## src/rtl/pml_pkg.sv

```systemverilog
package pml_pkg;

  // Who currently owns the external memory bus.
  typedef enum logic {
    SRC_DSP  = 1'b0,
    SRC_HOST = 1'b1
  } bus_src_e;

  // The host owns the bus only with load mode set and direct access clear.
  function automatic bus_src_e pick_source(input logic load, input logic direct);
    return (load && !direct) ? SRC_HOST : SRC_DSP;
  endfunction

  // A fetch is external when the split is off, or when the top address bit is set.
  function automatic logic fetch_is_ext(input logic split, input logic pc_msb);
    return !split || pc_msb;
  endfunction

endpackage

```

## src/rtl/pml_byte_regs.sv

```systemverilog
module pml_byte_regs #(
  parameter int unsigned AW          = 8,
  parameter int unsigned NB          = 2,
  parameter logic [AW-1:0] BASE      = 8'h44,
  parameter bit          BYPASS_TOP  = 1'b0
) (
  input  logic            clk,
  input  logic            rst_n,
  input  logic            wr,
  input  logic [AW-1:0]   addr,
  input  logic [7:0]      wdata,
  output logic [NB*8-1:0] word,
  output logic [NB-1:0]   hit
);

  logic [7:0] q [NB];

  for (genvar i = 0; i < NB; i++) begin : g_byte
    localparam logic [AW-1:0] SLOT = AW'(BASE + AW'(i));

    assign hit[i] = wr && (addr == SLOT);

    always_ff @(posedge clk or negedge rst_n) begin
      if (!rst_n)      q[i] <= 8'h00;
      else if (hit[i]) q[i] <= wdata;
    end

    if (BYPASS_TOP && (i == NB - 1)) begin : g_fwd
      // The top byte is forwarded from the host lines while its write is active.
      assign word[i*8 +: 8] = hit[i] ? wdata : q[i];
      p_fwd_r8: assert property (@(posedge clk) disable iff (!rst_n)
        hit[i] |-> (word[i*8 +: 8] == wdata));
    end else begin : g_plain
      assign word[i*8 +: 8] = q[i];
    end

    p_hold_r9: assert property (@(posedge clk) disable iff (!rst_n)
      !hit[i] |=> $stable(q[i]));
    p_capture_r10: assert property (@(posedge clk) disable iff (!rst_n)
      hit[i] |=> (q[i] == $past(wdata)));
  end

endmodule

```

## src/rtl/pml_fetch_route.sv

```systemverilog
module pml_fetch_route
  import pml_pkg::*;
(
  input  logic     clk,
  input  logic     rst_n,
  input  bus_src_e src,
  input  logic     split_en,
  input  logic     pc_msb,
  output logic     fetch_ext
);

  assign fetch_ext = (src == SRC_DSP) && fetch_is_ext(split_en, pc_msb);

  p_upper_ext_r2: assert property (@(posedge clk) disable iff (!rst_n)
    (src == SRC_DSP && split_en && pc_msb) |-> fetch_ext);
  p_lower_int_r2: assert property (@(posedge clk) disable iff (!rst_n)
    (split_en && !pc_msb) |-> !fetch_ext);
  p_all_ext_r3: assert property (@(posedge clk) disable iff (!rst_n)
    (src == SRC_DSP && !split_en) |-> fetch_ext);
  p_host_nofetch_r4: assert property (@(posedge clk) disable iff (!rst_n)
    (src == SRC_HOST) |-> !fetch_ext);

endmodule

```

## src/rtl/pml_strobe_gen.sv

```systemverilog
module pml_strobe_gen
  import pml_pkg::*;
(
  input  logic     clk,
  input  logic     rst_n,
  input  bus_src_e src,
  input  logic     host_wr,
  input  logic     top_hit,
  output logic     ext_we
);

  // Purely combinational: the strobe follows host_wr edge for edge.
  assign ext_we = (src == SRC_HOST) && top_hit;

  p_we_needs_wr_r5: assert property (@(posedge clk) disable iff (!rst_n)
    ext_we |-> host_wr);
  p_we_only_load_r7: assert property (@(posedge clk) disable iff (!rst_n)
    (src == SRC_DSP) |-> !ext_we);

endmodule

```

## src/rtl/pml_loader.sv

```systemverilog
module pml_loader
  import pml_pkg::*;
#(
  parameter int unsigned   PC_W     = 16,
  parameter int unsigned   DATA_W   = 16,
  parameter int unsigned   HOST_AW  = 8,
  parameter logic [7:0]    ADR_BASE = 8'h44,
  parameter logic [7:0]    DAT_BASE = 8'h46
) (
  input  logic              clk,
  input  logic              rst_n,
  input  logic [HOST_AW-1:0] host_addr,
  input  logic [7:0]        host_wdata,
  input  logic              host_wr,
  input  logic              load_mode,
  input  logic              direct_acc,
  input  logic              split_en,
  input  logic [PC_W-1:0]   dsp_pc,
  output logic [PC_W-1:0]   ext_addr,
  output logic [DATA_W-1:0] ext_wdata,
  output logic              ext_we,
  output logic              fetch_ext
);

  localparam int unsigned ANB = PC_W / 8;
  localparam int unsigned DNB = DATA_W / 8;

  bus_src_e          src;
  logic [PC_W-1:0]   adr_word;
  logic [DATA_W-1:0] dat_word;
  logic [ANB-1:0]    adr_hit;
  logic [DNB-1:0]    dat_hit;

  assign src = pick_source(load_mode, direct_acc);

  pml_byte_regs #(.AW(HOST_AW), .NB(ANB), .BASE(HOST_AW'(ADR_BASE)), .BYPASS_TOP(1'b0)) u_adr (
    .clk(clk), .rst_n(rst_n), .wr(host_wr), .addr(host_addr), .wdata(host_wdata),
    .word(adr_word), .hit(adr_hit)
  );

  pml_byte_regs #(.AW(HOST_AW), .NB(DNB), .BASE(HOST_AW'(DAT_BASE)), .BYPASS_TOP(1'b1)) u_dat (
    .clk(clk), .rst_n(rst_n), .wr(host_wr), .addr(host_addr), .wdata(host_wdata),
    .word(dat_word), .hit(dat_hit)
  );

  pml_fetch_route u_route (
    .clk(clk), .rst_n(rst_n), .src(src), .split_en(split_en),
    .pc_msb(dsp_pc[PC_W-1]), .fetch_ext(fetch_ext)
  );

  pml_strobe_gen u_stb (
    .clk(clk), .rst_n(rst_n), .src(src), .host_wr(host_wr),
    .top_hit(dat_hit[DNB-1]), .ext_we(ext_we)
  );

  assign ext_addr  = (src == SRC_HOST) ? adr_word : dsp_pc;
  assign ext_wdata = (src == SRC_HOST) ? dat_word : '0;

  p_low_bytes_quiet_r6: assert property (@(posedge clk) disable iff (!rst_n)
    (|adr_hit || |dat_hit[DNB-2:0]) |-> !ext_we);
  p_pc_on_bus_r7: assert property (@(posedge clk) disable iff (!rst_n)
    !(load_mode && !direct_acc) |-> (ext_addr == dsp_pc && ext_wdata == '0));
  p_host_bus_r4: assert property (@(posedge clk) disable iff (!rst_n)
    (load_mode && !direct_acc && !host_wr) |-> !ext_we);

endmodule

```

## config.mk

```make
export PLATFORM = sky130hd
export DESIGN_NAME = pml_loader
export DESIGN_NICKNAME = d
export VERILOG_FILES = /design/src/rtl/pml_pkg.sv /design/src/rtl/pml_byte_regs.sv /design/src/rtl/pml_fetch_route.sv /design/src/rtl/pml_strobe_gen.sv /design/src/rtl/pml_loader.sv
export SDC_FILE = /design/constraint.sdc
export NUM_CORES = 1
export LEC_CHECK = 0
export BUFFER_PORTS_ARGS = -buffer_cell sky130_fd_sc_hd__buf_2
export CAP_MARGIN = 10
export CORE_ASPECT_RATIO = 1.1
export CORE_MARGIN = 2
export CORE_UTILIZATION = 48
export DETAILED_ROUTE_END_ITERATION = 6
export GPL_ROUTABILITY_DRIVEN = 0
export PLACE_DENSITY = 0.8
export RECOVER_POWER = 25
export SYNTH_ARGS = -nofsm -noshare
export SYNTH_HDL_FRONTEND = slang
export SYNTH_HIERARCHICAL = 1
export SYNTH_SLANG_ARGS = --single-unit
```

## constraint.sdc

```tcl
create_clock -name clk -period 1.7 [get_ports clk]
set_clock_uncertainty 0.15 [all_clocks]
set_input_delay 0.17 -clock clk [delete_from_list [all_inputs] [get_ports clk]]
set_output_delay 0.17 -clock clk [all_outputs]
set_load 0.005 [all_outputs]
```

==> impl_metrics.yaml <==
run_status:
  run_status: "complete, but fails checks"
  violations: "negative setup slack"
final_layout:
  register_area_sq_um: 801
  diodes: 0
  utilization_pct: 66.8
  drive_above_1_share_pct: 73.4
  fin_nets: 240
  nFillCells: 283
  syn2layout_area_growth_pct: 35.7
  fin_cells: 253
  layout_common_cells: "buf_2, mux2_2, dfrtp_1"
  multi_input_area_sq_um: 860
  final_common_cell: "buf_2"
setup_path:
  path_buf_inv: 3
  regToRegEndpoint: "u_adr/word[15]"
  critical_path_arrival_ps: 1420
  critPathKind: "in2out"
  cp.required_ps: 1380
  ff2ff_path_depth: 1
  cpLargestDelayFamily: "simple AND/OR/NAND/NOR gates"
  critPathMaxStageDelay_ps: 340
  critPathMaxFanout: 5
  reg2reg_slack_ps: 760
  worst_path_max_delay_cell: "mux2_4"
  worst_setup_path_end_kind: "primary output"
  crit_chain: "buf_8, nor4b_4, buf_4, nand3_4, mux2_4, and2_4, buf_6"
  startpoint_type: "primary input"
  crit-reg2reg-launch: "u_adr/word[15]"
place:
  dp.cells: 241
  hpwlAfterDp_microns: 2950
  portBuffers: 71
clock_network:
  cts.sinks: 32
  cts_max_level: 2
  cts.reportedPaths.clkPinSlew_ps: 60
  cts_tree: "built"
  clockBufferDepth: 2
  insertion_delay_ps: 280
  cts_made_buffers: 5
  cts-root-buf: "clkbuf_8"
yosys:
  synthCells: 124
  ys_types: 17
  syn-num-nets: 162
  yosysWarnings: 6
  ys_ff_latch: 32
  ys_seq_area_share_pct: 45.6
  ys_top_cells_by_area: "dfrtp_1, mux2_2, mux2_4, and2_1, buf_4"
  yosysTopAreaCellShare_pct: 45.6
  synth.avg_cell_area_sq_um: 14.2
  netlist_area_sq_mm: 0.00176
  synth_largest_area_cell: "dfrtp_1"
route:
  first_pass_iters: 4
  drtIter0Drc: 15
  drt-wirelength-per-cell_microns: 15.7
  ant_nets: 0
  wl_microns: 3980
  dr_total_vias: 1221
  drc_errors: 0
  routed_via_density: 4.83
timing:
  slew_headroom_pct: 49.6
  worst_pin_slew_ps: 757
  setup_ws_ps: -36.0
  fin_crit_ps: 1740
  tns_ps: -80.2
  hold_viol_final: 0
  whs_ps: 10.3
  setup_viol: 6
  fmax_ghz: 0.576
  rsz0062_at_grt: "yes"
  period_share_pct: 102
  final_max_slew_viol_count: 0
grt:
  grt_pass1_wl_microns: 6260
  grt_max_degree: 33
  grt-ovfl-total: 0
  track_usage_pct: 21.2
  antenna_found_initial: 0
  grt_pass1_vias: 1321
pwr:
  p_leak_nw: 1.32
  ir_worst_vdd_v: 0.000741
  p_per_area_mw_per_mm2: 782
  finalPower_w: 0.00186
die:
  start_util_pct: 49.3
  core_sq_mm: 0.00357
  io_pins: 72
  dieArea_sq_mm: 0.00416
  fp.dieH_microns: 67.5
  num_rows: 23
  die_w_microns: 61.7
worst_hold_path:
  min_to: "u_dat/word[0]"
  hp-start: "host_wdata[0]"
  hold_depth: 2
  hp-class: "in2reg"
flow_run:
  drv_cap: 0
## cell usage after synthesis
cell	n
buf_8	1
and2_1	17
buf_6	4
nor4_4	1
dfrtp_1	32
inv_2	1
and4b_1	2
mux2_4	13
and3b_1	2
buf_4	8
mux2_2	35
nor4b_4	1
inv_1	2
a21oi_2	1
nor2b_4	1
buf_2	1
nand3_2	2
## stage by stage
| stage | setup WS, ps | instance area (sq um) |
|---|---|---|
| finish | -36.0 | 2380 |
| global placement | -91.9 | 2160 |
| floorplan | 281 | 1760 |
| CTS | -18.2 | 2370 |
| global route | -84.3 | 2380 |
| detailed placement | -136 | 2160 |
## final cells by class
class                           instances  area share (%)
Clock buffer                            7            4.04
Clock inverter                          1            1.26
Inverter                                3           0.472
Multi-Input combinational cell         76            36.0
Sequential cell                        32            33.6
Tap cell                               50            2.62
Timing Repair Buffer                   84            22.0
## worst max-delay path by stage
stage,startpoint,endpoint,slack (ps),depth (start not counted)
floorplan,host_addr[5],ext_wdata[10],280,4
CTS,host_addr[4],ext_wdata[15],-20,7
finish,host_addr[4],ext_wdata[15],-40,7
global placement,host_addr[5],ext_wdata[14],-90,6
global route,host_addr[4],ext_wdata[14],-80,7
detailed placement,host_addr[5],ext_wdata[15],-140,6
## flip-flops by register name (all words and copies together), names as in the netlist
name	cells
u_dat/q	8
u_dat/word	8
u_adr/word	16
## cells by family (layout without fill, tap and decap cells)
group | Yosys count | in the layout | share of synthesized area (%)
muxes | 48 | 48 | 33.5
DFF | 32 | 32 | 45.6
and+or+nand+nor | 26 | 27 | 12.7
buffers and inverters | 17 | 95 | 7.76
AOI/OAI and AO/OA | 1 | 1 | 0.498
## per-layer routing
layer	global-route usage [%]	up-vias	routed length, microns
li1	-	581	-
met1	24.8	592	1540
met2	36.4	38	2180
met4	10.1	0	101
met5	0	-	0
met3	4.21	10	163
## power breakdown
group / total, W / switching [W] / internal [W] / leakage, nW
Clock: 0.000796 / 0.000279 / 0.000517 / 0.0645
Sequential: 0.000814 / 0.0000169 / 0.000798 / 0.441
Combinational: 0.000254 / 0.000103 / 0.000151 / 0.811
## what timing repair did
item                                   in CTS  in global routing
setup buffers                               1                  0
setup endpoints to repair                   8                  8
hold buffers                                2                  0
pin swaps                                   3                  0
cloned                                      1                  0
endpoints found under the hold margin      33                  0
gates resized for setup                    10                  4
(Power assumes the default switching activity.)
